[src/rtl/tmr_pkg.sv]
package tmr_pkg;

  typedef enum logic [2:0] {
    OC_HOLD     = 3'd0,
    OC_SET_HIT  = 3'd1,
    OC_CLR_HIT  = 3'd2,
    OC_TOG_HIT  = 3'd3,
    OC_FORCE_LO = 3'd4,
    OC_FORCE_HI = 3'd5,
    OC_PWM_LOW  = 3'd6,
    OC_PWM_HIGH = 3'd7
  } oc_mode_e;

  localparam int ADR_CTRL   = 0;
  localparam int ADR_PRESC  = 1;
  localparam int ADR_RELOAD = 2;
  localparam int ADR_EVENT  = 3;
  localparam int ADR_STATUS = 4;
  localparam int ADR_IRQEN  = 5;
  localparam int ADR_MODE   = 6;
  localparam int ADR_PINEN  = 7;
  localparam int ADR_CMP0   = 8;

  localparam int CTL_RUN    = 0;
  localparam int CTL_QUIET  = 1;
  localparam int CTL_SHOT   = 2;
  localparam int CTL_ARRBUF = 3;

  // PWM level from the "count below compare" condition
  function automatic logic pwm_level(oc_mode_e m, logic below);
    return (m == OC_PWM_LOW) ? below : !below;
  endfunction

  // Next stored reference level for the registered modes
  function automatic logic next_ref(oc_mode_e m, logic cur, logic hit, logic pwm);
    case (m)
      OC_SET_HIT:  return hit ? 1'b1 : cur;
      OC_CLR_HIT:  return hit ? 1'b0 : cur;
      OC_TOG_HIT:  return hit ? !cur : cur;
      OC_FORCE_LO: return 1'b0;
      OC_FORCE_HI: return 1'b1;
      OC_PWM_LOW,
      OC_PWM_HIGH: return pwm;
      default:     return cur;
    endcase
  endfunction

endpackage

[src/rtl/tmr_timebase.sv]
module tmr_timebase #(
  parameter int W = 16
) (
  input  logic         clk,
  input  logic         rst_n,
  input  logic         run,
  input  logic         sw_update,
  input  logic         quiet,
  input  logic         single_shot,
  input  logic         arr_buf,
  input  logic [W-1:0] presc_reg,
  input  logic [W-1:0] reload_reg,
  output logic [W-1:0] cnt_q,
  output logic [W-1:0] cnt_next,
  output logic         tick,
  output logic         uev,
  output logic         uev_flag,
  output logic         stop_req
);

  logic [W-1:0] pre_q, psc_act, arr_act, arr_eff;
  logic         pre_last, wrap, hw_uev;

  assign arr_eff  = arr_buf ? arr_act : reload_reg;
  assign pre_last = (pre_q == psc_act);
  assign tick     = run && pre_last && !sw_update;
  assign wrap     = (cnt_q == arr_eff);
  assign hw_uev   = tick && wrap;
  assign uev      = hw_uev || sw_update;
  assign uev_flag = hw_uev || (sw_update && !quiet);
  assign stop_req = hw_uev && single_shot;

  always_comb begin
    if (sw_update)  cnt_next = '0;
    else if (tick)  cnt_next = wrap ? '0 : cnt_q + 1'b1;
    else            cnt_next = cnt_q;
  end

  always_ff @(posedge clk) begin
    if (!rst_n) begin
      pre_q   <= '0;
      cnt_q   <= '0;
      psc_act <= '0;
      arr_act <= '1;
    end else begin
      cnt_q <= cnt_next;
      if (sw_update)  pre_q <= '0;
      else if (run)   pre_q <= pre_last ? '0 : pre_q + 1'b1;
      if (uev) begin
        psc_act <= presc_reg;
        arr_act <= reload_reg;
      end
    end
  end


  wrap_to_zero_chk: assert property (@(posedge clk) disable iff (!rst_n)
    (tick && cnt_q == arr_eff) |=> (cnt_q == '0));


  presc_hold_chk: assert property (@(posedge clk) disable iff (!rst_n)
    (!sw_update && pre_q != psc_act) |=> $stable(cnt_q));

endmodule

[src/rtl/tmr_channel.sv]
module tmr_channel
  import tmr_pkg::*;
#(
  parameter int W = 16
) (
  input  logic         clk,
  input  logic         rst_n,
  input  oc_mode_e     mode,
  input  logic         cmp_buf,
  input  logic         pin_en,
  input  logic [W-1:0] cmp_reg,
  input  logic [W-1:0] cnt_q,
  input  logic [W-1:0] cnt_next,
  input  logic         tick,
  input  logic         uev,
  output logic         hit,
  output logic         pin
);

  logic [W-1:0] cmp_act, cmp_eff;
  logic         ref_q, below, pwm, level;

  assign cmp_eff = cmp_buf ? cmp_act : cmp_reg;
  assign hit     = tick && (cnt_next == cmp_eff);
  assign below   = (cnt_q < cmp_eff);
  assign pwm     = pwm_level(mode, below);

  always_comb begin
    case (mode)
      OC_FORCE_LO:              level = 1'b0;
      OC_FORCE_HI:              level = 1'b1;
      OC_PWM_LOW, OC_PWM_HIGH:  level = pwm;
      default:                  level = ref_q;
    endcase
  end

  assign pin = pin_en && level;

  always_ff @(posedge clk) begin
    if (!rst_n) begin
      cmp_act <= '0;
      ref_q   <= 1'b0;
    end else begin
      if (uev) cmp_act <= cmp_reg;
      ref_q <= next_ref(mode, ref_q, hit, pwm);
    end
  end


  toggle_on_hit_chk: assert property (@(posedge clk) disable iff (!rst_n)
    (hit && mode == OC_TOG_HIT && $stable(mode)) |=> (ref_q != $past(ref_q)));

endmodule

[src/rtl/tmr_core.sv]
module tmr_core
  import tmr_pkg::*;
#(
  parameter int W   = 16,
  parameter int NCH = 4,
  parameter int AW  = 4
) (
  input  logic           clk,
  input  logic           rst_n,
  input  logic           wr_en,
  input  logic [AW-1:0]  wr_addr,
  input  logic [W-1:0]   wr_data,
  output logic [W-1:0]   count,
  output logic [NCH:0]   flags,
  output logic           irq,
  output logic [NCH-1:0] ch_out
);

  localparam int NFL = NCH + 1;

  logic           run_q, quiet_q, shot_q, arrbuf_q;
  logic [W-1:0]   presc_q, reload_q;
  logic [NFL-1:0] flags_q, irqen_q, set_vec;
  logic [NCH-1:0] hit_vec;
  logic [W-1:0]   cnt_q, cnt_next;
  logic           tick, uev, uev_flag, stop_req, sw_update;
  logic           we_ctrl, we_status;

  assign we_ctrl   = wr_en && (wr_addr == AW'(ADR_CTRL));
  assign we_status = wr_en && (wr_addr == AW'(ADR_STATUS));
  assign sw_update = wr_en && (wr_addr == AW'(ADR_EVENT)) && wr_data[0];
  assign set_vec   = {hit_vec, uev_flag};

  always_ff @(posedge clk) begin
    if (!rst_n) begin
      run_q    <= 1'b0;
      quiet_q  <= 1'b0;
      shot_q   <= 1'b0;
      arrbuf_q <= 1'b0;
      presc_q  <= '0;
      reload_q <= '1;
      irqen_q  <= '0;
      flags_q  <= '0;
    end else begin
      if (we_ctrl) begin
        run_q    <= wr_data[CTL_RUN];
        quiet_q  <= wr_data[CTL_QUIET];
        shot_q   <= wr_data[CTL_SHOT];
        arrbuf_q <= wr_data[CTL_ARRBUF];
      end else if (stop_req) begin
        run_q <= 1'b0;
      end
      if (wr_en && wr_addr == AW'(ADR_PRESC)) presc_q <= wr_data;
      if (wr_en && wr_addr == AW'(ADR_RELOAD) && wr_data != '0) reload_q <= wr_data;
      if (wr_en && wr_addr == AW'(ADR_IRQEN)) irqen_q <= wr_data[NFL-1:0];
      flags_q <= (we_status ? (flags_q & wr_data[NFL-1:0]) : flags_q) | set_vec;
    end
  end

  tmr_timebase #(.W(W)) u_timebase (
    .clk(clk), .rst_n(rst_n), .run(run_q), .sw_update(sw_update),
    .quiet(quiet_q), .single_shot(shot_q), .arr_buf(arrbuf_q),
    .presc_reg(presc_q), .reload_reg(reload_q),
    .cnt_q(cnt_q), .cnt_next(cnt_next), .tick(tick), .uev(uev),
    .uev_flag(uev_flag), .stop_req(stop_req)
  );

  for (genvar i = 0; i < NCH; i++) begin : g_ch
    logic [W-1:0] cmp_q;
    oc_mode_e     mode_q;
    logic         cbuf_q, en_q;

    always_ff @(posedge clk) begin
      if (!rst_n) begin
        cmp_q  <= '0;
        mode_q <= OC_HOLD;
        cbuf_q <= 1'b0;
        en_q   <= 1'b0;
      end else begin
        if (wr_en && wr_addr == AW'(ADR_CMP0 + i)) cmp_q <= wr_data;
        if (wr_en && wr_addr == AW'(ADR_MODE)) begin
          mode_q <= oc_mode_e'(wr_data[4*i +: 3]);
          cbuf_q <= wr_data[4*i+3];
        end
        if (wr_en && wr_addr == AW'(ADR_PINEN)) en_q <= wr_data[4*i];
      end
    end

    tmr_channel #(.W(W)) u_ch (
      .clk(clk), .rst_n(rst_n), .mode(mode_q), .cmp_buf(cbuf_q),
      .pin_en(en_q), .cmp_reg(cmp_q), .cnt_q(cnt_q), .cnt_next(cnt_next),
      .tick(tick), .uev(uev), .hit(hit_vec[i]), .pin(ch_out[i])
    );
  end

  assign count = cnt_q;
  assign flags = flags_q;
  assign irq   = |(flags_q & irqen_q);


  zero_reload_ignored_chk: assert property (@(posedge clk) disable iff (!rst_n)
    (wr_en && wr_addr == AW'(ADR_RELOAD) && wr_data == '0) |=> $stable(reload_q));


  flag_clear_chk: assert property (@(posedge clk) disable iff (!rst_n)
    (we_status && !wr_data[0] && !uev_flag) |=> !flags_q[0]);


  quiet_update_chk: assert property (@(posedge clk) disable iff (!rst_n)
    (sw_update && quiet_q && !flags_q[0] && !we_ctrl) |=> !flags_q[0]);


  single_shot_stop_chk: assert property (@(posedge clk) disable iff (!rst_n)
    (stop_req && !we_ctrl) |=> !run_q);

endmodule

[config.mk]
export PLATFORM = sky130hd
export DESIGN_NAME = tmr_core
export DESIGN_NICKNAME = d
export VERILOG_FILES = /design/src/rtl/tmr_pkg.sv /design/src/rtl/tmr_timebase.sv /design/src/rtl/tmr_channel.sv /design/src/rtl/tmr_core.sv
export SDC_FILE = /design/constraint.sdc
export NUM_CORES = 1
export LEC_CHECK = 0
export BUFFER_PORTS_ARGS = -buffer_cell sky130_fd_sc_hd__buf_2
export CORE_MARGIN = 3
export CORE_UTILIZATION = 40
export DETAILED_ROUTE_END_ITERATION = 16
export PLACE_DENSITY = 0.63
export SETUP_SLACK_MARGIN = 0.02
export SLEW_MARGIN = 30
export SYNTH_ARGS = -nofsm -noshare
export SYNTH_HDL_FRONTEND = slang
export SYNTH_SLANG_ARGS = --single-unit
export TNS_END_PERCENT = 30
[constraint.sdc]
create_clock -name clk -period 4.08 [get_ports clk]
set_input_delay 0.408 -clock clk [delete_from_list [all_inputs] [get_ports clk]]
set_output_delay 0.408 -clock clk [all_outputs]
set_load 0.005 [all_outputs]
Word-level counts from Yosys, hierarchy flattened
Index checks and enable logic that the tools add are counted.
{ "word_totals": {"word_cells": 195, "regBits": 262, "rom_bits": 0, "latchBits": 0, "n_memories": 0, "ram_bits": 0} }
{ "classes": {"n_div": 0, "multipliers": 0, "n_mux": 36, "n_eq_ne": 57, "bitwise_logic": 4, "shifts": 0, "reduce_logical": 56, "n_addsub": 2, "magnitude_cmp": 4} }
{ "op_table": {"columns": ["op", "count"], "rows": [
  ["$mux W16", 9],
  ["$eq A16 B16 Y1", 6],
  ["$lt A16 B16 Y1", 4],
  ["$eq A3 B3 Y1 const B", 16],
  ["$add A16 B1 Y16 const B", 2],
  ["$logic_and A1 B1 Y1", 27],
  ["$eq A3 B2 Y1 const B", 8],
  ["$ne A2 B1 Y1 const B", 12],
  ["$pmux W1 S6", 4],
  ["$reduce_bool A6 Y1", 4],
  ["$mux W1", 18],
  ["$eq A4 B3 Y1 const B", 4],
  ["$eq A4 B4 Y1 const B", 4],
  ["$reduce_and A4 Y1", 4],
  ["$reduce_bool A16 Y1", 1],
  ["$eq A3 B1 Y1 const B", 4],
  ["$pmux W1 S3", 4],
  ["$and A5 B5 Y5", 2],
  ["$logic_not A1 Y1", 10],
  ["$reduce_or A2 Y1", 5],
  ["$eq A4 B2 Y1 const B", 2],
  ["$mux W5", 1],
  ["$or A5 B5 Y5", 1],
  ["$reduce_or A5 Y1", 1],
  ["other kinds (5)", 6]
]} }

Longest topological paths before layout
Gate-level depths: netlist (run 1).
{ "depth": {"depth_word": 11, "depth_mapped": 16} }

Modules after synthesis
From an unflattened synthesis (run 1), not the netlist that was laid out.
{ "unflattened": {"cells_unflattened": 1830, "hier_area_um2": 15563.7} }
{ "modules_own_cells": {"columns": ["mod", "area_each_um2", "cells_each", "instances"], "rows": [
  ["tmr_core", 5351.4, 649, 1],
  ["tmr_channel at g_ch[0].u_ch ...", 1472.7, 155, 3],
  ["tmr_timebase", 4329.2, 567, 1],
  ["tmr_channel at g_ch[1].u_ch", 1465.2, 149, 1]
]} }

Least setup slack after synthesis (run 1)
Ideal clock, no wire load.
{ "synth_timing": {"path_type": "reg2out", "startpoint": "reg g_ch[0].cbuf_q", "endpoint": "out ch_out[0]", "stages_incl_launch_ff": 16, "arrival_time_ps": 3329, "required_time_ps": 3672, "setup_slack_ps": 343, "cell_sequence": "dfxtp_1 -> clkbuf_1 -> buf_1 -> mux2i_1 -> ha_1 -> a21o_1 -> a21o_1 -> a21o_1 -> a21o_1 -> a21oi_1 -> nor2_1 -> a2111oi_0 -> o31a_1 -> mux2i_1 -> nor2_1 -> buf_4"} }
{ "synth_between": {"elab_chain_len": 6} }
{ "synth_rtl": {"columns": ["item", "line_no", "text"], "rows": [
  ["from (decl)", "tmr_core.sv:71", "logic cbuf_q, en_q;"],
  ["from (signal assigned)", "tmr_core.sv:83", "cbuf_q <= wr_data[4*i+3];"],
  ["$mux W16 *", "tmr_channel.sv:23", "assign cmp_eff = cmp_buf ? cmp_act : cmp_reg;"],
  ["$lt A16 B16 Y1 *", "tmr_channel.sv:25", "assign below = (cnt_q < cmp_eff);"],
  ["$logic_not A1 Y1", "tmr_pkg.sv:31", "return (m == OC_PWM_LOW) ? below : !below;"],
  ["$mux W1 *", "tmr_pkg.sv:31", null],
  ["$pmux W1 S3 *", "tmr_channel.sv:29", "case (mode)"],
  ["$logic_and A1 B1 Y1 *", "tmr_channel.sv:37", "assign pin = pin_en && level;"],
  ["to (decl)", "tmr_core.sv:16", "output logic [NCH-1:0] ch_out"]
]} }
Mark *: on every way between the ends. The rest lies on a longest branch, timed or not.

Worst setup path after layout (run 1)
{ "layout_timing": {"startpoint": "reg u_timebase.cnt_q[9]", "endpoint": "out ch_out[1]"} }
{ "layout_between": {"elab_chain_len": 5} }
{ "layout_rtl": {"columns": ["item", "line_no", "text"], "rows": [
  ["from (decl)", "tmr_timebase.sv:13", "output logic [W-1:0] cnt_q,"],
  ["from (signal assigned)", "tmr_timebase.sv:46", "cnt_q <= cnt_next;"],
  ["$lt A16 B16 Y1 *", "tmr_channel.sv:25", null],
  ["$logic_not A1 Y1", "tmr_pkg.sv:31", null],
  ["$mux W1 *", "tmr_pkg.sv:31", null],
  ["$pmux W1 S3 *", "tmr_channel.sv:29", null],
  ["$logic_and A1 B1 Y1 *", "tmr_channel.sv:37", null]
]} }
Marked as above.

==> results of run 1 <==
[stage by stage]
| step | utilization, % | total power [mW] | hold slack, ps | setup slack, ps | std cells |
|---|---|---|---|---|---|
| after floorplan | - | 2.85 | 428 | 343 | 2159 |
| after global placement | 43.7 | 2.99 | 435 | -44.5 | 2634 |
| after detailed placement | 43.7 | 2.99 | 441 | -72.5 | 2634 |
| after CTS | 46.5 | 5.66 | 220 | -6.96 | 2688 |
| after global routing | 47.0 | 5.80 | 232 | -49.8 | 2698 |
| final | 47.0 | 5.64 | 238 | 41.5 | 2699 |
[cell usage after synthesis, types with 15 or more instances]
master	count	area share [%]
xor2_1	20	1.1
nand4_1	50	2.0
buf_1	24	0.56
inv_1	47	1.1
nor4_1	47	1.8
o221ai_1	15	0.82
or3_1	19	0.74
xnor2_1	43	2.4
dfxtp_1	262	33
nor2_1	75	1.8
ha_1	62	4.9
mux2i_1	75	4.7
nand2_1	441	10
mux2_2	35	2.5
o21ai_0	30	0.94
clkbuf_1	154	3.6
o21a_1	21	0.99
and3_1	24	0.94
nor3_1	93	2.9
a21oi_1	256	8.0
nand3_1	162	5.1
a21o_1	23	1.1
o31ai_1	20	0.94
[power groups by stage]
stage                     registers (mW)  clock network [mW]  logic [mW]
after floorplan                     2.65                   0       0.202
after global placement              2.65                   0       0.337
after detailed placement            2.65                   0       0.340
after CTS                           2.59                2.72       0.348
after global routing                2.60                2.82       0.381
final                               2.59                2.68       0.361
[worst max-delay path by stage]
stage | start | endpoint | cells past startpoint
floorplan | g_ch[0].cbuf_q$_SDFFE_PN0P_ | ch_out[0] | 15
global placement | arrbuf_q$_SDFFE_PN0P_ | g_ch[0].u_ch.ref_q$_SDFFE_PN0P_ | 14
detailed placement | arrbuf_q$_SDFFE_PN0P_ | g_ch[0].u_ch.ref_q$_SDFFE_PN0P_ | 14
CTS | g_ch[0].cbuf_q$_SDFFE_PN0P_ | ch_out[0] | 12
global route | g_ch[1].cbuf_q$_SDFFE_PN0P_ | ch_out[1] | 14
finish | u_timebase.cnt_q[9]$_SDFF_PN0_ | ch_out[1] | 14
[final cells by class]
cell class                 instances  area (sq um)
fill                            3844         20700
multi-input combinational       1656         10000
sequential                       262          5260
timing repair buffer             160          1220
clock buffer                      45           866
tap                              518           648
inverter                          48           194
clock inverter                     9           114
antenna                            1          2.50
[flip-flops by register name (all words and copies together) (netlist names), 12 cells and up]
signal / cells
u_timebase.pre_q: 16
g_ch.cmp_q: 64
g_ch.mode_q: 12
g_ch.u_ch.cmp_act: 64
reload_q: 16
u_timebase.cnt_q: 16
presc_q: 16
u_timebase.psc_act: 16
u_timebase.arr_act: 16
[per-layer routing]
| metal | up-vias | wire length [um] |
|---|---|---|
| met5 | - | 0 |
| met4 | 0 | 2320 |
| met3 | 153 | 5490 |
| met2 | 844 | 26700 |
| met1 | 7921 | 26700 |
| li1 | 7687 | - |
[kinds of logic after synthesis]
kind of cell    after synthesis
mux                         110
simple gates                972
xor+xnor                     64
fa+ha+maj                    62
compound gates              448
buf+inv                     241
flops                       262
[critical path, stage by stage (launching register included)]
cell     delay, ps
dfxtp_2        420
buf_4          260
ha_1           280
a21o_1         210
a21o_1         180
a21o_1         170
a21o_1         190
a21o_1         200
a21oi_2        140
nor2b_1         60
nor4_2         310
buf_4          210
xnor2_2         80
a21oi_2        200
buf_2          150
[placed cells by master (no fill, tap or decap), types with 9 or more instances in the layout]
cell type,netlist,layout
nand2_1,441,441
dfxtp_1,262,256
a21oi_1,256,251
nand3_1,162,162
buf_4,6,98
nor3_1,93,93
nor2_1,75,72
mux2i_1,75,65
ha_1,62,62
nand4_1,50,50
buf_2,6,48
nor4_1,47,42
xnor2_1,43,42
inv_1,47,41
mux2_2,35,32
o21ai_0,30,29
clkbuf_16,0,29
a21o_1,23,23
and3_1,24,23
o21a_1,21,21
xor2_1,20,20
o31ai_1,20,20
or3_1,19,19
o221ai_1,15,15
or4_1,14,13
nand2b_1,12,12
a221oi_1,12,12
a311oi_1,10,10
buf_12,0,9
[what timing repair did]
| action | 4_1_cts | 5_1_grt |
|---|---|---|
| buffers inserted | 0 | 10 |
| pin swaps | 2 | 5 |
| gates resized for setup | 32 | 28 |
| setup endpoints to repair | 5 | 10 |
| gates cloned | 0 | 0 |
==> metrics.log, run 1 <==
INFO  metric grtUsageMet3 = 4.56%
INFO  metric drt_drc_violations_left = 0
INFO  metric hold_buffers = 0
INFO  metric power.ir.vdd_worst = between 300 and 400 uV
INFO  metric grt_first_pass_wirelength = roughly 90 mm
INFO  metric slew-limit-headroom = 33.3%
INFO  metric maximum_operating_frequency = around 250 MHz
INFO  metric timing.hold.worst.start = wr_data[1]
INFO  metric sequential_power_share = between 40% and 50%
INFO  metric pwr-share-comb = 6.4%
INFO  metric finish.net_count = 2242
INFO  metric die_h = 206 um
INFO  metric synthXorXnorAreaFrac = about 3.6%
INFO  metric critical_path.startpoint_type = flip-flop
INFO  metric net_count_after_synthesis = 2244
INFO  metric clock-sinks = 262
INFO  metric finalCriticalPeriod = just over 4000 ps
INFO  metric cellLeakagePower = 6.52 nW
INFO  metric result_of_the_run = complete, no violations
INFO  metric critical_path_required = between 3000 and 4000 ps
INFO  metric swShare = 24.3%
INFO  metric drive_above_1_share = 13.5%
INFO  metric power_frac_clock = between 40 and 50%
INFO  metric cts-root-buf = clkbuf_16
INFO  metric rr_endpoint = g_ch[1].u_ch.ref_q$_SDFFE_PN0P_
INFO  metric mean_routed_wirelength_per_cell = around 23 um
INFO  metric worstPathArrival = roughly 3600 ps
INFO  metric die_area = between 40000 and 50000 sq um
INFO  metric rsz0062_at_grt = yes
INFO  metric groute.usage.overall = between 20 and 30%
INFO  metric synth_top_family_by_area = simple AND/OR/NAND/NOR gates
INFO  metric critPathKind = flip-flop to output pin
INFO  metric detailedPlacementHpwl = 43.3 mm
INFO  metric antenna_violating_nets_post_route = 0
INFO  metric tritoncts = yes
INFO  metric p_int = between 4 and 5 mW
INFO  metric synth_sequential_area_ratio = 32.9%
INFO  metric vias_in_the_first_global_route = approximately 15000
INFO  metric clk_transition_reported_paths = ~60 ps
INFO  metric timing.final.setup_violations = 0
INFO  metric maxSlewViolCount = 0
INFO  metric top_level_port_count = 49
INFO  metric tightest_slew = 998 ps
INFO  metric proportion_of_synthesized_area_in_mux_cells = 7.17%
INFO  metric end_kind = output pin
INFO  metric grt_overflow_total = 0
INFO  metric timing.hold.worst_endpoint = g_ch[1].cmp_q[1]$_SDFFE_PN0P_
INFO  metric fp.coreArea = 39000 sq um
INFO  metric cts.path.max_buffers = 3
INFO  metric tns = 0 ps
INFO  metric synth_seq_cells = between 200 and 300
INFO  metric gpl.final_weighted_congestion = 0.980
INFO  metric finalHoldViolations = 0
INFO  metric post_synth_design_cell_area = ~16000 sq um
INFO  metric insertion_delay = ~570 ps
INFO  metric gate_count_of_the_mapped_netlist = 2159
INFO  metric detailed_place.area = around 17000 sq um
INFO  metric final_design_area_no_fill = around 18000 sq um
INFO  metric worst_r2r_path_depth = 12
INFO  metric yosys.cell_types.count = between 70 and 80
INFO  metric pin_count_of_the_biggest_net_entering_global_routing = approximately 130
INFO  metric power.density = between 300 and 400 nW/um^2
INFO  metric timing.final.crit_share = a little over nine tenths
INFO  metric synth_top_flop_cell = dfxtp_1
INFO  metric detailroute.via_count = 16605
INFO  metric cts_inserted_buffers = 29
INFO  metric post_synth_and_or_nand_nor_area_fraction = approximately 28%
INFO  metric synth_compound_gate_area_share = between 10% and 20%
INFO  metric drtIter0Drc = between 1500 and 2000
INFO  metric grt_antenna_before_repair = 0
INFO  metric routing_usage_on_met1 = 39.7%
INFO  metric power.switching = between 1 and 1.5 mW
INFO  metric layout-area-overhead-vs-synth = 14.8%
INFO  metric regToRegStartpoint = arrbuf_q$_SDFFE_PN0P_
INFO  metric grt-busiest-layer = met2
INFO  metric worst_hold_stages = 3
INFO  metric yosys_warnings = 0
INFO  metric fraction_of_registers_with_async_set_reset = 0%
INFO  metric floorplan.die.width = slightly above 200 um
INFO  metric worstPathMaxFanout = 10
INFO  metric finalWirelength = approximately 61 mm
INFO  metric finClkSkew = between 20 and 25 ps
INFO  metric initial_core_utilization = between 40% and 50%
INFO  metric r2r_slack = 180 ps
INFO  metric edff_count_synth = 0
INFO  metric route.detailed.vias_per_inst = about 6
INFO  metric drtPass1Iterations = 6
INFO  metric synth_fa_ha_area_share = about 4.9%
INFO  metric fp-row-count = 72
INFO  metric place.port_buffers = 48
INFO  metric holdCritPathClass = input port to flip-flop
INFO  metric gr-usage-met2 = between 40 and 50%
INFO  metric synth_area_per_cell = ~7.4 sq um
INFO  metric htreeDepth = 1
INFO  metric maxCapViolCount = 0
Note: power is estimated with default switching activity, not from simulation.
==> run 2, diff against run 1 <==
--- a/config.mk
+++ b/config.mk
@@ -5,6 +5,7 @@
 export SDC_FILE = /design/constraint.sdc
 export NUM_CORES = 1
 export LEC_CHECK = 0
+export ABC_AREA = 1
 export BUFFER_PORTS_ARGS = -buffer_cell sky130_fd_sc_hd__buf_2
 export CORE_MARGIN = 3
 export CORE_UTILIZATION = 40
==> run 2 against run 1 <==
Clock-buffer cell count stayed put. Clock skew is 2.8 ps lower. Synthesized area is 11% lower. Wire length is 24% lower. Critical endpoint is now ch_out[3]. Clock power is 4% lower. Non-clock buffer count is 79 lower. Worst setup slack better by 180 ps. Synthesized cell count is 3.2% lower. Register-to-register slack better by 360 ps. Flip-flop and latch count stayed put.
==> metrics.log, run 2 <==
INFO  metric max_stage_delay = 550 ps (was 420 ps)
INFO  metric layout_common_cells = nand2_1 (478), dfxtp_1 (259), o21ai_0 (256) (was nand2_1 (441), dfxtp_1 (256), a21oi_1 (251))
INFO  metric maximum_operating_frequency = 259 MHz (was 248 MHz)
INFO  metric grt_antenna_before_repair = 2 (was 0)
INFO  metric edff_count_synth = 0 (unchanged)
INFO  metric critPathKind = flip-flop to output pin (unchanged)
INFO  metric drt_drc_violations_left = 0 (unchanged)
INFO  metric die_area = 37700 sq um (was 42300 sq um)
INFO  metric synth_area_per_cell = 6.77 sq um (was 7.39 sq um)
INFO  metric worst_hold_margin = 133 ps (was 238 ps)
INFO  metric floorplan.die.width = 194 um (was 206 um)
INFO  metric n_fill_cell = 3590 (was 3844)
INFO  metric timing.final.crit_share = 94.7% (was 99.0%)
INFO  metric layout-area-overhead-vs-synth = 11.5% (was 14.8%)
INFO  metric mean_routed_wirelength_per_cell = 18.0 um (was 22.7 um)
INFO  metric placedCellCount = 2527 (was 2634)
INFO  metric maxSlewViolCount = 0 (unchanged)
INFO  metric detailedPlacementHpwl = 33.5 mm (was 43.3 mm)
INFO  metric fp.coreArea = 34700 sq um (was 39000 sq um)
INFO  metric top_level_port_count = 49 (unchanged)
INFO  metric finalHoldViolations = 0 (unchanged)
INFO  metric power.density = 366 nW/um^2 (was 308 nW/um^2)
INFO  metric tritoncts = yes (unchanged)
INFO  metric initial_core_utilization = 40.7% (was 40.9%)
INFO  metric worstPathMaxFanout = 16 (was 10)
INFO  metric tns = 0 ps (unchanged)
INFO  metric cts_inserted_buffers = 29 (unchanged)
INFO  metric finish.net_count = 2188 (was 2242)
INFO  metric maxCapViolCount = 0 (unchanged)
INFO  metric yosys.cell_types.count = 41 (was 71)
INFO  metric worstPathArrival = 3450 ps (was 3630 ps)
INFO  metric result_of_the_run = complete, no violations (unchanged)
INFO  metric gate_count_of_the_mapped_netlist = 2089 (was 2159)
INFO  metric place.port_buffers = 48 (unchanged)
INFO  metric grt_overflow_total = 0 (unchanged)
INFO  metric clk_transition_reported_paths = 60 ps (about the same)
INFO  metric die_h = 194 um (was 206 um)
INFO  metric clock-sinks = 262 (unchanged)
INFO  metric yosys-top-cells-count = nand2_1 (478), dfxtp_1 (262), o21ai_0 (262) (was nand2_1 (441), dfxtp_1 (262), a21oi_1 (256))
INFO  metric end_kind = output pin (unchanged)
INFO  metric power.ir.vdd_worst = 338 uV (was 301 uV)
INFO  metric finalWirelength = 46.5 mm (was 61.2 mm)
INFO  metric synthDominantCellAreaShare = 37.1% (was 32.9%)
INFO  metric gpl.final_weighted_congestion = 0.972 (was 0.980)
INFO  metric synth.most_common_cell = nand2_1 (unchanged)
INFO  metric detailroute.via_count = 13707 (was 16605)
INFO  metric chain_of_cells_forming_the_critical_path = buf_4, o21ai_0, ha_1, a21oi_1, nand2_1, nand3_1, a21oi_1, o21ai_0, a21oi_1, o21bai_1, o211ai_1, nand2_1, inv_1, buf_2 (was buf_4, ha_1, a21o_1, a21o_1, a21o_1, a21o_1, a21o_1, a21oi_2, nor2b_1, nor4_2, buf_4, xnor2_2, a21oi_2, buf_2)
INFO  metric netlist_top_cells_area = dfxtp_1 (37%), nand2_1 (13%), o21ai_0 (9.3%) (was dfxtp_1 (33%), nand2_1 (10%), a21oi_1 (8.0%))
INFO  metric rsz0062_at_grt = yes (unchanged)
INFO  metric drtPass1Iterations = 5 (was 6)
INFO  metric groute.usage.overall = 24.1% (was 28.0%)
INFO  metric synth_sequential_area_ratio = 37.1% (was 32.9%)
INFO  metric net_count_after_synthesis = 2174 (was 2244)
INFO  metric drive_above_1_share = 8.38% (was 13.5%)
INFO  metric cts-root-buf = clkbuf_16 (unchanged)
INFO  metric biggestRegsByFlops = g_ch.cmp_q (64), g_ch.u_ch.cmp_act (64) (unchanged)
INFO  metric critical_path.startpoint_type = flip-flop (unchanged)
INFO  metric critical_path_required = 3670 ps (about the same)
INFO  metric grt_first_pass_wirelength = 72.6 mm (was 92.2 mm)
INFO  metric synth_top_flop_cell = dfxtp_1 (unchanged)
INFO  metric finalCriticalPeriod = 3860 ps (was 4040 ps)
INFO  metric postCtsSetupRepairBufs = 0 (unchanged)
INFO  metric antenna_cells = 0 (was 1)
INFO  metric route.detailed.vias_per_inst = 5.31 (was 6.15)
INFO  metric timing.final.setup_violations = 0 (unchanged)
INFO  metric vias_in_the_first_global_route = 12701 (was 15109)
INFO  metric crit_path_top_delay_cell = o21ai_0 (was dfxtp_2)
INFO  metric post_synth_design_cell_area = 14100 sq um (was 16000 sq um)
INFO  metric htreeDepth = 1 (unchanged)
INFO  metric most_common_cell_after_layout_fill_and_taps_aside = nand2_1 (unchanged)
INFO  metric timing.critical_path.buf_inv = 3 (unchanged)
INFO  metric pin_count_of_the_biggest_net_entering_global_routing = 108 (was 126)
INFO  metric finClkSkew = 17.9 ps (was 20.7 ps)
INFO  metric synth_seq_cells = 262 (unchanged)
INFO  metric kind_of_cell_adding_the_most_delay_to_the_critical_path = compound AO/OA/AOI/OAI gates (unchanged)
INFO  metric stdcell_count = 2580 (was 2699)
INFO  metric fraction_of_registers_with_async_set_reset = 0% (unchanged)
INFO  metric fp-row-count = 68 (was 72)
INFO  metric yosys_warnings = 0 (unchanged)
INFO  metric cellLeakagePower = 7.36 nW (was 6.52 nW)
INFO  metric yosysTopAreaCell = dfxtp_1 (unchanged)
INFO  metric antenna_violating_nets_post_route = 0 (unchanged)
INFO  metric slew-limit-headroom = 39.3% (was 33.3%)
INFO  metric cpMostUsedCell = a21oi_1 (was a21o_1)
INFO  metric insertion_delay = 570 ps (about the same)
INFO  metric holdCritPathClass = input port to flip-flop (unchanged)
INFO  metric tightest_slew = 910 ps (was 998 ps)
INFO  metric drtIter0Drc = 1203 (was 1711)
INFO  metric cts.path.max_buffers = 3 (unchanged)
## run 2: cell types whose count changed in the layout (fill, tap and decap cells not counted), moves of 37 or more
| cell | before | now |
|---|---|---|
| nor2_1 | 72 | 166 |
| nand3_1 | 162 | 124 |
| nor4_1 | 42 | 5 |
| o21ai_0 | 29 | 256 |
| nor3_1 | 93 | 20 |
| nand2_1 | 441 | 478 |
| mux2i_1 | 65 | 12 |
| inv_1 | 41 | 222 |
| buf_4 | 98 | 31 |
| a21oi_1 | 251 | 214 |
## run 2: cell families after synthesis
logic type	Yosys count	share of synthesized area, %
compound gates	518	19.1
xor+xnor	31	1.92
fa+ha+maj	62	5.48
buf+inv	333	9.43
flops	262	37.1
mux	13	0.920
simple gates	870	26.1
## run 2: repair_timing
action / in CTS / in global routing
hold buffers: 0 / 0
gates resized for setup: 3 / 7
hold endpoints to repair: 0 / 0
endpoints found under the setup margin: 2 / 4
## run 2: worst paths after layout
| path | startpoint | to | slack, ps | depth (start not counted) |
|---|---|---|---|---|
| setup / recovery | g_ch[3].cbuf_q$_SDFFE_PN0P_ | ch_out[3] | 220 | 14 |
| hold reg to reg | g_ch[3].u_ch.cmp_act[15]$_SDFFE_PN0P_ | g_ch[3].u_ch.cmp_act[15]$_SDFFE_PN0P_ | 450 | 2 |
| hold / removal | rst_n | g_ch[1].u_ch.ref_q$_SDFFE_PN0P_ | 130 | 3 |
| setup reg to reg | arrbuf_q$_SDFFE_PN0P_ | g_ch[3].u_ch.ref_q$_SDFFE_PN0P_ | 540 | 20 |
## run 2: stage by stage
stage	area, sq um	util [%]	power, mW	worst slack (ps)
floorplan	14100	-	3.03	1090
global placement	14800	42.7	3.23	589
detailed placement	14800	42.7	3.24	561
CTS	15800	45.4	5.82	10.1
global route	15800	45.4	6.00	6.25
finish	15800	45.4	5.78	217
## run 2: report_power, final
part | leakage (nW) | switching (mW) | internal [mW] | total, mW
clock network | 0.474 | 1.09 | 1.49 | 2.58
registers | 2.12 | 0.0343 | 2.60 | 2.64
logic | 4.77 | 0.392 | 0.166 | 0.558
## run 2: cell type report
cell class | count | area [sq um] | area share, %
tap | 455 | 569 | 3.61
timing repair buffer | 81 | 519 | 3.29
inverter | 235 | 885 | 5.61
clock inverter | 8 | 58.8 | 0.373
clock buffer | 45 | 886 | 5.62
multi-input combinational | 1494 | 7610 | 48.2
sequential | 262 | 5250 | 33.3
## run 2: routing by layer
metal  share of wire, %  track usage (%)  vias to the layer above  wire [um]
li1                   -                -                     6906          -
met1                 46             33.5                     6281      21200
met2                 43             37.7                      414      20100
met3                7.1             3.79                      104       3280
met4                4.1             8.94                        2       1910
met5              0.026                0                        -         12
## run 2: worst min-delay path: cells and delay by family
family / cells / cell delay, ps
and+or+nand+nor: 2 / 100
buffers and inverters: 1 / 140
==> run 3, diff against run 2 <==
--- a/config.mk
+++ b/config.mk
@@ -10,8 +10,7 @@
 export CORE_MARGIN = 3
 export CORE_UTILIZATION = 40
 export DETAILED_ROUTE_END_ITERATION = 16
-export PLACE_DENSITY = 0.63
-export SETUP_SLACK_MARGIN = 0.02
+export SETUP_SLACK_MARGIN = 0.05
 export SLEW_MARGIN = 30
 export SYNTH_ARGS = -nofsm -noshare
 export SYNTH_HDL_FRONTEND = slang
==> constraint.sdc (replaced) <==
create_clock -name clk -period 4.08 [get_ports clk]
set_input_delay 0.408 -clock clk [delete_from_list [all_inputs] [get_ports clk]]
set_output_delay 0.408 -clock clk [all_outputs]
set_load 0.02 [all_outputs]
==> run 3 against run 2 <==
Cell count is essentially flat. Via count grew 1.4%. Non-clock buffer count shrank 3. Critical endpoint is now ch_out[1]. Highest routed layer is now met4.
==> metrics.log, run 3 (synthesis gave the netlist of run 2 again) <==
INFO  metric die_h = 194 um (unchanged)
INFO  metric cts.path.max_buffers = 3 (unchanged)
INFO  metric pre_cts_slack = 255 ps (was 561 ps)
INFO  metric grt_antenna_before_repair = 0 (was 2)
INFO  metric rsz0062_at_grt = yes (unchanged)
INFO  metric mean_routed_wirelength_per_cell = 17.7 um (was 18.0 um)
INFO  metric finalCriticalPeriod = 3870 ps (was 3860 ps)
INFO  metric drt_drc_violations_left = 0 (unchanged)
INFO  metric critPathKind = flip-flop to output pin (unchanged)
INFO  metric detailroute.via_count = 13896 (was 13707)
INFO  metric critical_path.startpoint_type = flip-flop (unchanged)
INFO  metric tritoncts = yes (unchanged)
INFO  metric finalWirelength = 45.6 mm (was 46.5 mm)
INFO  metric timing.final.ws_setup = 209 ps (was 217 ps)
INFO  metric detailedPlacementHpwl = 33.3 mm (was 33.5 mm)
INFO  metric vias_in_the_first_global_route = 12723 (was 12701)
INFO  metric pin_count_of_the_biggest_net_entering_global_routing = 84 (was 108)
INFO  metric timing.final.setup_violations = 0 (unchanged)
INFO  metric holdCritPathClass = input port to flip-flop (unchanged)
INFO  metric cellLeakagePower = 7.35 nW (was 7.36 nW)
INFO  metric final_design_area_no_fill = 15800 sq um (unchanged)
INFO  metric slew-limit-headroom = 42.7% (was 39.3%)
INFO  metric groute.usage.overall = 23.2% (was 24.1%)
INFO  metric hold_buffers = 0 (unchanged)
INFO  metric crit_path_top_delay_cell = o21ai_0 (unchanged)
INFO  metric max_stage_delay = 720 ps (was 550 ps)
INFO  metric cts-root-buf = clkbuf_16 (unchanged)
INFO  metric maxSlewViolCount = 0 (unchanged)
INFO  metric detailed_place.area = 14800 sq um (about the same)
INFO  metric power.ir.vdd_worst = 311 uV (was 338 uV)
INFO  metric worstPathArrival = 3460 ps (was 3450 ps)
INFO  metric worstPathMaxFanout = 29 (was 16)
INFO  metric maxCapViolCount = 0 (unchanged)
INFO  metric grt_first_pass_wirelength = 70.5 mm (was 72.6 mm)
INFO  metric finalHoldViolations = 0 (unchanged)
INFO  metric critical_path_required = 3670 ps (about the same)
INFO  metric die_area = 37700 sq um (unchanged)
INFO  metric drtPass1Iterations = 5 (unchanged)
INFO  metric gpl.final_weighted_congestion = 0.947 (was 0.972)
INFO  metric worst_r2r_path_depth = 17 (was 20)
INFO  metric htreeDepth = 1 (unchanged)
INFO  metric fp-row-count = 68 (unchanged)
INFO  metric cts_inserted_buffers = 30 (was 29)
INFO  metric floorplan.die.width = 194 um (unchanged)
INFO  metric drtIter0Drc = 1186 (was 1203)
INFO  metric finish.net_count = 2186 (was 2188)
INFO  metric tightest_slew = 851 ps (was 910 ps)
INFO  metric place.port_buffers = 48 (unchanged)
INFO  metric initial_core_utilization = 40.7% (unchanged)
INFO  metric timing.final.crit_share = 94.9% (was 94.7%)
INFO  metric chain_of_cells_forming_the_critical_path = buf_4, o21ai_0, ha_1, nand4_1, nor3_1, o21ai_0, nand2_1, nor2_1, o21bai_1, o211ai_1, nand2_1, inv_1, buf_2 (was buf_4, o21ai_0, ha_1, a21oi_1, nand2_1, nand3_1, a21oi_1, o21ai_0, a21oi_1, o21bai_1, o211ai_1, nand2_1, inv_1, buf_2)
INFO  metric insertion_delay = 580 ps (was 570 ps)
INFO  metric most_common_cell_after_layout_fill_and_taps_aside = nand2_1 (unchanged)
INFO  metric result_of_the_run = complete, no violations (unchanged)
INFO  metric layout_common_cells = nand2_1 (478), dfxtp_1 (260), o21ai_0 (251) (was nand2_1 (478), dfxtp_1 (259), o21ai_0 (256))
INFO  metric n_fill_cell = 3668 (was 3590)
INFO  metric top_level_port_count = 49 (unchanged)
INFO  metric worst_hold_stages = 3 (unchanged)
INFO  metric finalPower = 5.86 mW (was 5.78 mW)
INFO  metric finClkSkew = 30.4 ps (was 17.9 ps)
INFO  metric clock-sinks = 262 (unchanged)
INFO  metric drive_above_1_share = 8.29% (was 8.38%)
INFO  metric end_kind = output pin (unchanged)
INFO  metric maximum_operating_frequency = 258 MHz (was 259 MHz)
INFO  metric grt_overflow_total = 0 (unchanged)
INFO  metric power.density = 372 nW/um^2 (was 366 nW/um^2)
INFO  metric layout-area-overhead-vs-synth = 11.5% (unchanged)
INFO  metric clk_transition_reported_paths = 60 ps (about the same)
INFO  metric route.detailed.vias_per_inst = 5.39 (was 5.31)
INFO  metric fp.coreArea = 34700 sq um (unchanged)
INFO  metric tns = 0 ps (unchanged)
INFO  metric biggestRegsByFlops = g_ch.cmp_q (64), g_ch.u_ch.cmp_act (64) (unchanged)
INFO  metric antenna_violating_nets_post_route = 0 (unchanged)
INFO  metric antenna_cells = 0 (unchanged)
## run 3: changes by cell type in the layout (fill, tap and decap cells not counted), sizes merged
cell      previous run  this run
clkbuf              45        42
inv                230       229
bufinv               0         1
clkinvlp             0         4
buf                 81        78
## run 3: repair_timing
action / CTS / global route
setup buffers: 0 / 0
gates resized for setup: 4 / 15
endpoints found under the setup margin: 3 / 4
gates cloned: 0 / 0
## run 3: final cells by class
class | instances | area, sq um | share of cell area (%)
Clock buffer | 42 | 876 | 5.55
Clock inverter | 12 | 120 | 0.762
Multi-Input combinational cell | 1494 | 7600 | 48.2
Sequential cell | 262 | 5250 | 33.3
Timing Repair Buffer | 78 | 472 | 2.99
Tap cell | 455 | 569 | 3.61
Inverter | 235 | 885 | 5.61
## run 3: metal layers
metal / routed length, um / global-route usage [%]
met1: 21700 / 33.6
met2: 19600 / 36.3
met3: 3070 / 3.18
met4: 1240 / 6.36
met5: 0 / 0
## run 3: path summary, 6_finish.rpt
path	from	slack (ps)	endpoint
min reg2reg	g_ch[3].u_ch.cmp_act[12]$_SDFFE_PN0P_	450	g_ch[3].u_ch.cmp_act[12]$_SDFFE_PN0P_
min	wr_data[2]	180	flags[2]$_SDFF_PN0_
max reg2reg	u_timebase.pre_q[9]$_SDFFE_PP0P_	540	g_ch[0].u_ch.ref_q$_SDFFE_PN0P_
max	g_ch[1].cbuf_q$_SDFFE_PN0P_	210	ch_out[1]
## run 3: power by group
part           switching [mW]  internal (mW)  leakage, nW  total (mW)
logic                   0.382          0.164         4.74       0.546
registers              0.0349           2.60         2.12        2.64
clock network            1.12           1.56        0.482        2.68
total                    1.54           4.32         7.35        5.86
## run 3: through the flow
stage	cells	hold slack (ps)	util [%]
floorplan	2089	429	-
global placement	2524	439	42.5
detailed placement	2524	445	42.5
CTS	2578	157	45.4
global route	2578	204	45.4
finish	2578	183	45.4
## run 3: critical path, delay by kind of cell, from the launching register on
kind	cells	cell delay, ps
flops	1	300
compound gates	4	1270
buf+inv	3	430
simple gates	5	630
fa+ha+maj	1	250
